==> config.mk <==
export PLATFORM = sky130hd
export DESIGN_NAME = i2c_flag_ctrl
export DESIGN_NICKNAME = d
export VERILOG_FILES = /design/src/rtl/i2cf_pkg.sv /design/src/rtl/i2cf_buserr_det.sv /design/src/rtl/i2cf_flag_cell.sv /design/src/rtl/i2cf_irq_gen.sv /design/src/rtl/i2c_flag_ctrl.sv
export SDC_FILE = /design/constraint.sdc
export NUM_CORES = 1
export LEC_CHECK = 0
export ABC_AREA = 1
export BUFFER_PORTS_ARGS = -buffer_cell sky130_fd_sc_hd__buf_2
export CORE_AREA = 4 4 55 57
export CTS_CLUSTER_SIZE = 14
export DETAILED_ROUTE_END_ITERATION = 7
export DIE_AREA = 0 0 59 61
export PLACE_DENSITY_LB_ADDON = 0.05
export SKIP_CTS_REPAIR_TIMING = 1
export SYNTH_ARGS = -nofsm -noshare
export SYNTH_HDL_FRONTEND = slang
export SYNTH_SLANG_ARGS = --single-unit
export TNS_END_PERCENT = 20
==> constraint.sdc <==
create_clock -name clk -period 0.9 [get_ports clk]
set_input_delay 0.18 -clock clk [delete_from_list [all_inputs] [get_ports clk]]
set_output_delay 0.18 -clock clk [all_outputs]
set_load 0.005 [all_outputs]
==> src/rtl/i2cf_pkg.sv <==
// Shared constants for the I2C status flag controller.
// Assumes a status word at least 10 bits wide.
package i2cf_pkg;
    localparam int NUM_FLAGS = 5;
    localparam int F_STOP = 0;
    localparam int F_RXNE = 1;
    localparam int F_TXE  = 2;
    localparam int F_BERR = 3;
    localparam int F_ARB  = 4;

    typedef enum logic [1:0] {
        SEL_STATUS = 2'd0,
        SEL_CTRL   = 2'd1,
        SEL_DATA   = 2'd2
    } reg_sel_e;

    // Bit position of each flag in the status and control words
    function automatic int flag_pos(input int idx);
        case (idx)
            F_STOP:  return 4;
            F_RXNE:  return 6;
            F_TXE:   return 7;
            F_BERR:  return 8;
            default: return 9;
        endcase
    endfunction
endpackage

==> src/rtl/i2cf_buserr_det.sv <==
// Bus error detector: flags an SDA edge seen while SCL stays high
// inside a byte. Assumes sda/scl are already synchronised.
module i2cf_buserr_det (
    input  logic clk,
    input  logic rst_n,
    input  logic sda,
    input  logic scl,
    input  logic in_byte,
    output logic err
);
    logic sda_q, scl_q;

    // Keep last line samples; idle bus level is high
    always_ff @(posedge clk) begin
        if (!rst_n) begin
            sda_q <= 1'b1;
            scl_q <= 1'b1;
        end else begin
            sda_q <= sda;
            scl_q <= scl;
        end
    end

    // SDA toggle with SCL high on both samples
    assign err = in_byte & scl_q & scl & (sda ^ sda_q);
endmodule

==> src/rtl/i2cf_flag_cell.sv <==
// One status flag: set has priority over clear, enable low forces 0.
// Assumes set/clr are single-cycle qualified requests.
module i2cf_flag_cell (
    input  logic clk,
    input  logic rst_n,
    input  logic en,
    input  logic set_i,
    input  logic clr_i,
    output logic q
);
    // Flag state update
    always_ff @(posedge clk) begin
        if (!rst_n)      q <= 1'b0;
        else if (!en)    q <= 1'b0;
        else if (set_i)  q <= 1'b1;
        else if (clr_i)  q <= 1'b0;
    end
endmodule

==> src/rtl/i2cf_irq_gen.sv <==
// Interrupt request: OR of enabled flags, registered once.
// Assumes flags and enables share indices.
module i2cf_irq_gen #(
    parameter int N = 5
) (
    input  logic         clk,
    input  logic         rst_n,
    input  logic [N-1:0] flags,
    input  logic [N-1:0] ie,
    output logic         irq
);
    // Register the gated OR
    always_ff @(posedge clk) begin
        if (!rst_n) irq <= 1'b0;
        else        irq <= |(flags & ie);
    end
endmodule

==> src/rtl/i2c_flag_ctrl.sv <==
// I2C status flag controller top. Decodes register accesses, derives
// set/clear requests per flag, tracks start/NACK/arm/master state.
// Assumes event strobes are one cycle wide and WORD_W >= 10.
module i2c_flag_ctrl
    import i2cf_pkg::*;
#(
    parameter int WORD_W = 16
) (
    input  logic              clk,
    input  logic              rst_n,
    input  logic              periph_en,
    input  logic              ev_tx_empty,
    input  logic              ev_rx_full,
    input  logic              ev_nack,
    input  logic              ev_arb_lost,
    input  logic              ev_slave_stop,
    input  logic              ev_start_cond,
    input  logic              ev_stop_cond,
    input  logic              ev_master_start,
    input  logic              lv_addr_phase,
    input  logic              lv_btf,
    input  logic              lv_next_pec,
    input  logic              lv_in_byte,
    input  logic              sda_in,
    input  logic              scl_in,
    input  logic              reg_wr,
    input  logic              reg_rd,
    input  logic [1:0]        reg_sel,
    input  logic [WORD_W-1:0] reg_wdata,
    output logic [WORD_W-1:0] reg_rdata,
    output logic [WORD_W-1:0] status,
    output logic              master,
    output logic              irq
);
    localparam int NF = NUM_FLAGS;

    logic st_wr, st_rd, ctrl_wr, dat_wr, dat_rd;
    logic first_q, nack_q, armed_q, master_q, berr_ev;
    logic [NF-1:0] set_v, clr_v, flag_q, ie_q;
    logic [WORD_W-1:0] ctrl_word;
    logic unused_wbits;

    assign unused_wbits = ^reg_wdata;

    // Register access decode
    always_comb begin
        st_wr   = reg_wr && (reg_sel == SEL_STATUS);
        st_rd   = reg_rd && (reg_sel == SEL_STATUS);
        ctrl_wr = reg_wr && (reg_sel == SEL_CTRL);
        dat_wr  = reg_wr && (reg_sel == SEL_DATA);
        dat_rd  = reg_rd && (reg_sel == SEL_DATA);
    end

    i2cf_buserr_det u_berr (
        .clk     (clk),
        .rst_n   (rst_n),
        .sda     (sda_in),
        .scl     (scl_in),
        .in_byte (lv_in_byte),
        .err     (berr_ev)
    );

    // Per-flag set and clear requests
    always_comb begin
        set_v[F_STOP] = ev_slave_stop & ~ev_nack & ~nack_q;
        clr_v[F_STOP] = ctrl_wr & armed_q;
        set_v[F_RXNE] = ev_rx_full & ~lv_addr_phase & ~ev_arb_lost;
        clr_v[F_RXNE] = (dat_wr | dat_rd) & ~lv_btf;
        set_v[F_TXE]  = ev_tx_empty & ~lv_addr_phase & ~ev_nack & ~nack_q & ~lv_next_pec;
        clr_v[F_TXE]  = ev_start_cond | ev_stop_cond | (dat_wr & ~lv_btf & ~first_q);
        set_v[F_BERR] = berr_ev;
        clr_v[F_BERR] = st_wr & ~reg_wdata[flag_pos(F_BERR)];
        set_v[F_ARB]  = ev_arb_lost;
        clr_v[F_ARB]  = st_wr & ~reg_wdata[flag_pos(F_ARB)];
    end

    for (genvar i = 0; i < NF; i++) begin : g_flag
        i2cf_flag_cell u_cell (
            .clk   (clk),
            .rst_n (rst_n),
            .en    (periph_en),
            .set_i (set_v[i]),
            .clr_i (clr_v[i]),
            .q     (flag_q[i])
        );
    end

    // Sequencing state: first byte, NACK seen, clear armed, master mode
    always_ff @(posedge clk) begin
        if (!rst_n || !periph_en) begin
            first_q  <= 1'b0;
            nack_q   <= 1'b0;
            armed_q  <= 1'b0;
            master_q <= 1'b0;
        end else begin
            if (ev_start_cond)  first_q <= 1'b1;
            else if (dat_wr)    first_q <= 1'b0;
            if (ev_start_cond)  nack_q <= 1'b0;
            else if (ev_nack)   nack_q <= 1'b1;
            if (ctrl_wr)        armed_q <= 1'b0;
            else if (st_rd)     armed_q <= 1'b1;
            if (ev_arb_lost)          master_q <= 1'b0;
            else if (ev_master_start) master_q <= 1'b1;
        end
    end

    // Interrupt enable capture from control writes
    always_ff @(posedge clk) begin
        if (!rst_n) ie_q <= '0;
        else if (ctrl_wr) begin
            for (int i = 0; i < NF; i++) ie_q[i] <= reg_wdata[flag_pos(i)];
        end
    end

    // Place flags and enables at their word positions
    always_comb begin
        status    = '0;
        ctrl_word = '0;
        for (int i = 0; i < NF; i++) begin
            status[flag_pos(i)]    = flag_q[i];
            ctrl_word[flag_pos(i)] = ie_q[i];
        end
    end

    // Read data mux
    always_comb begin
        case (reg_sel)
            SEL_STATUS: reg_rdata = status;
            SEL_CTRL:   reg_rdata = ctrl_word;
            default:    reg_rdata = '0;
        endcase
    end

    assign master = master_q;

    i2cf_irq_gen #(.N(NF)) u_irq (
        .clk   (clk),
        .rst_n (rst_n),
        .flags (flag_q),
        .ie    (ie_q),
        .irq   (irq)
    );
endmodule

==> impl_results.html <==
<table>
<tr><th>Metric</th><th>Value</th></tr>
<tr><th colspan="2">Run status</th></tr>
<tr><td>Status</td><td>finished, violations left</td></tr>
<tr><td>Violations in the final reports</td><td>negative setup slack</td></tr>
<tr><th colspan="2">Place</th></tr>
<tr><td># placed instances</td><td>196</td></tr>
<tr><td>Pre-CTS setup slack</td><td>-186 ps</td></tr>
<tr><td>Count of buffers inserted at the top-level ports</td><td>37</td></tr>
<tr><td>Routability congestion estimate from global placement</td><td>0.716</td></tr>
<tr><td>Half-perimeter wire length after placement</td><td>1.81 mm</td></tr>
<tr><th colspan="2">Power and ir drop</th></tr>
<tr><td>P per Cell Area</td><td>1250 nW/um^2</td></tr>
<tr><td>Worst ir drop on vdd</td><td>0.000940 V</td></tr>
<tr><td>Static Leakage</td><td>0.000605 uW</td></tr>
<tr><th colspan="2">Floorplan</th></tr>
<tr><td>Core region area</td><td>2480 um^2</td></tr>
<tr><td>Die outline area</td><td>3600 um^2</td></tr>
<tr><td>Row count</td><td>18</td></tr>
<tr><td>Horizontal die dimension</td><td>59 um</td></tr>
<tr><td>Starting utilization of the core area</td><td>38.5%</td></tr>
<tr><td>Vertical extent of the die</td><td>61 um</td></tr>
<tr><td>Number of top-level design ports</td><td>71</td></tr>
<tr><th colspan="2">Critical path</th></tr>
<tr><td>Sort of element at the start of the critical path</td><td>flip-flop</td></tr>
<tr><td>RR Endpoint</td><td>u_irq.irq$_SDFF_PN0_</td></tr>
<tr><td>Critical path start-end classification</td><td>flip-flop to output port</td></tr>
<tr><td>R2r setup slk</td><td>40 ps</td></tr>
<tr><td>Worst-path cell chain</td><td>a22o_1, buf_2</td></tr>
<tr><td>Cells on worst reg2reg path</td><td>4</td></tr>
<tr><td>Launch point of the critical path</td><td>g_flag[1].u_cell.q$_SDFFE_PP0P_</td></tr>
<tr><td>Biggest fanout along the worst timing path</td><td>3</td></tr>
<tr><td>Endpoint arrival time on the critical path</td><td>970 ps</td></tr>
<tr><td>Critical path capture point</td><td>reg_rdata[6]</td></tr>
<tr><td>Startpoint of the worst register-to-register path</td><td>g_flag[2].u_cell.q$_SDFFE_PP0P_</td></tr>
<tr><td>Max stage delay on crit path</td><td>350 ps</td></tr>
<tr><td>Critical Path Sink Type</td><td>output port</td></tr>
<tr><td>Worst Path Required</td><td>720 ps</td></tr>
<tr><td>Slowest stage cell on the critical path</td><td>sky130_fd_sc_hd__dfxtp_2</td></tr>
<tr><th colspan="2">STA</th></tr>
<tr><td>Final Hold Vio Count</td><td>0</td></tr>
<tr><td>Setup WS post-layout</td><td>-247 ps</td></tr>
<tr><td>Highest attainable clock frequency</td><td>872 MHz</td></tr>
<tr><td>Number of setup violations in the final report</td><td>11</td></tr>
<tr><td>Unrepaired setup endpoints after global routing</td><td>true</td></tr>
<tr><td>Share of the clock period used by the worst path</td><td>127%</td></tr>
<tr><td>Post-route clock skew</td><td>3.06 ps</td></tr>
<tr><td>Post-layout min period</td><td>1150 ps</td></tr>
<tr><td>WHS</td><td>54.6 ps</td></tr>
<tr><td>Sum of negative setup slack</td><td>-1640 ps</td></tr>
<tr><td>Pins over their slew limit</td><td>0</td></tr>
<tr><th colspan="2">Finish</th></tr>
<tr><td>Nets</td><td>210</td></tr>
<tr><td>Post-synthesis to final-layout area growth</td><td>20.7%</td></tr>
<tr><td>Post-layout utilization of the core</td><td>46.5%</td></tr>
<tr><td>Diode insertion count for antenna repair</td><td>0</td></tr>
<tr><td>Proportion of layout cells with a drive suffix above 1</td><td>36.6%</td></tr>
<tr><td>Number of cells in the finished layout apart from fillers</td><td>202</td></tr>
<tr><th colspan="2">Yosys</th></tr>
<tr><td>Dominant cell by count in the synthesized netlist</td><td>sky130_fd_sc_hd__buf_4</td></tr>
<tr><td>Netlist area before placement</td><td>953 um^2</td></tr>
<tr><td>Synthesized area per cell</td><td>7.22 um^2</td></tr>
<tr><td>Number of flip-flops and latches in the synthesized netlist</td><td>17</td></tr>
<tr><td>Ranking of synthesized cells by area</td><td>sky130_fd_sc_hd__dfxtp_1 (36%), sky130_fd_sc_hd__buf_4 (21%), sky130_fd_sc_hd__nand2_1 (7.1%)</td></tr>
<tr><td>Async set-or-reset flop fraction in the synthesized netlist</td><td>0%</td></tr>
<tr><td>Most used DFF post-synth</td><td>sky130_fd_sc_hd__dfxtp_1</td></tr>
<tr><td>Share of the synthesized area in the top cell type</td><td>35.7%</td></tr>
<tr><td>Library cells used by synthesis</td><td>21</td></tr>
<tr><td>Register area share after synthesis</td><td>35.7%</td></tr>
<tr><td>Count of yosys warnings during synthesis</td><td>0</td></tr>
<tr><td>Post-synthesis instance total</td><td>132</td></tr>
<tr><td>Post-synth EDFFs</td><td>0</td></tr>
<tr><td>Ranking of synthesized cells by instance count</td><td>sky130_fd_sc_hd__buf_4 (27), sky130_fd_sc_hd__nand2_1 (18), sky130_fd_sc_hd__dfxtp_1 (17), sky130_fd_sc_hd__nor2_1 (16), sky130_fd_sc_hd__inv_1 (14)</td></tr>
<tr><td>Area leader, netlist</td><td>sky130_fd_sc_hd__dfxtp_1</td></tr>
<tr><th colspan="2">Worst hold path</th></tr>
<tr><td>Worst Hold Depth</td><td>2</td></tr>
<tr><td>Type of the most critical hold path</td><td>input pin to flip-flop</td></tr>
<tr><th colspan="2">Run</th></tr>
<tr><td>Max-cap violations</td><td>0</td></tr>
<tr><th colspan="2">Clocking</th></tr>
<tr><td>Clock latency of the later-clocked register in the worst-skew pair</td><td>290 ps</td></tr>
<tr><td>Clock-pin slew on the worst setup and hold paths</td><td>100 ps</td></tr>
<tr><td>CTS tree</td><td>done</td></tr>
<tr><td>Buffer levels on the longest clock path</td><td>2</td></tr>
<tr><td>CTS buffer count</td><td>3</td></tr>
<tr><td>Number of sinks on the clock net</td><td>17</td></tr>
<tr><td>H-tree level count</td><td>1</td></tr>
<tr><td>Root buffer selected by CTS</td><td>sky130_fd_sc_hd__clkbuf_4</td></tr>
<tr><th colspan="2">Detailed routing</th></tr>
<tr><td>Initial drt markers</td><td>19</td></tr>
<tr><td>Post-detailed-route via-to-cell ratio</td><td>4.20</td></tr>
<tr><td>Drt pass-1 iters</td><td>4</td></tr>
<tr><td>Number of DRC violations after detailed routing</td><td>0</td></tr>
<tr><td>Total wirelength of the detailed-routed design</td><td>2.20 mm</td></tr>
<tr><td>Total via count in the routed design</td><td>849</td></tr>
<tr><td>Antenna Nets Post-Route</td><td>0</td></tr>
<tr><td>Final routed wire length divided by cell count</td><td>10.9 um</td></tr>
<tr><th colspan="2">GRT</th></tr>
<tr><td>Vias in the first global route</td><td>745</td></tr>
<tr><td>Global-route wire length before repair</td><td>3.19 mm</td></tr>
<tr><td>Remaining Overflow, GRT</td><td>0</td></tr>
<tr><td>Maximum number of pins on one net before global-route repair</td><td>10</td></tr>
<tr><td>Antenna violations before repair</td><td>0</td></tr>
<tr><td>Global routing usage summed across all routing layers</td><td>12.0%</td></tr>
</table>
-- worst min-delay path by stage --
stage,start,to,slack [ps]
2_1_floorplan,ev_arb_lost,master$_SDFFE_PP0P_,260
3_3_place_gp,ev_arb_lost,master$_SDFFE_PP0P_,360
3_5_place_dp,ev_arb_lost,master$_SDFFE_PP0P_,370
4_1_cts,ev_arb_lost,master$_SDFFE_PP0P_,50
5_1_grt,ev_arb_lost,master$_SDFFE_PP0P_,50
6_report,ev_arb_lost,master$_SDFFE_PP0P_,50
-- cells by family (layout without fill, tap and decap cells) --
kind of cell / after synthesis / in the layout / share of synthesized area (%)
AO/OA/AOI/OAI: 19 / 19 / 11.5
AND/OR/NAND/NOR: 52 / 52 / 24.7
buffers and inverters: 43 / 62 / 27.7
other: 1 / 22 / 0.393
flip-flops: 17 / 17 / 35.7
-- layout by cell type (no fill, tap or decap), types with 2 or more instances in the layout --
cell,count
sky130_fd_sc_hd__clkbuf_4,3
sky130_fd_sc_hd__nand3_1,6
sky130_fd_sc_hd__inv_2,3
sky130_fd_sc_hd__o21ai_0,6
sky130_fd_sc_hd__buf_2,35
sky130_fd_sc_hd__a21oi_1,7
sky130_fd_sc_hd__nand3b_1,2
sky130_fd_sc_hd__a22o_1,3
sky130_fd_sc_hd__dfxtp_1,9
sky130_fd_sc_hd__dfxtp_2,8
sky130_fd_sc_hd__nor3_1,4
sky130_fd_sc_hd__inv_1,12
sky130_fd_sc_hd__conb_1,22
sky130_fd_sc_hd__nand2_1,18
sky130_fd_sc_hd__nor2_1,16
sky130_fd_sc_hd__buf_6,3
sky130_fd_sc_hd__buf_4,5
sky130_fd_sc_hd__nor2_2,2
-- where the power goes --
group | internal, uW | leakage [uW] | switching (uW)
logic | 103 | 0.000448 | 131
clock network | 172 | 0.0000150 | 230
registers | 783 | 0.000143 | 17.6
total | 1060 | 0.000605 | 378
-- metal layers --
metal / vias up / track usage (%) / part of all wire, %
met5: - / 0 / 0
met4: 0 / 3.88 / 0.68
met3: 2 / 5.11 / 11
met2: 42 / 18.9 / 44
met1: 356 / 14.8 / 44
li1: 449 / - / -
-- per-stage QoR --
stage                     instance area [um^2]  power [uW]
final                                     1150        1440
after global routing                      1150        1540
after CTS                                 1100        1450
after detailed placement                  1080        1040
after global placement                    1080        1030
after floorplan                           1030        1000
-- flip-flops by register name (all words and copies together) (netlist names) --
register         cells
g_flag.u_cell.q      5
ie_q                 5
armed_q              1
first_q              1
master               1
nack_q               1
u_berr.scl_q         1
u_berr.sda_q         1
u_irq.irq            1
-- area by class of cell --
cell class / count / area [um^2]
clock buffer: 4 / 26.3
fill: 271 / 1330
inverter: 15 / 56.3
multi-input combinational: 93 / 434
sequential: 17 / 350
tap: 30 / 37.5
timing repair buffer: 43 / 246
-- worst max-delay path, delay by kind of cell (launching register included) --
kind / cells / cell delay [ps]
buffers and inverters: 1 / 120
flip-flops: 1 / 350
AO/OA/AOI/OAI: 1 / 210
(Power assumes the default switching activity.)
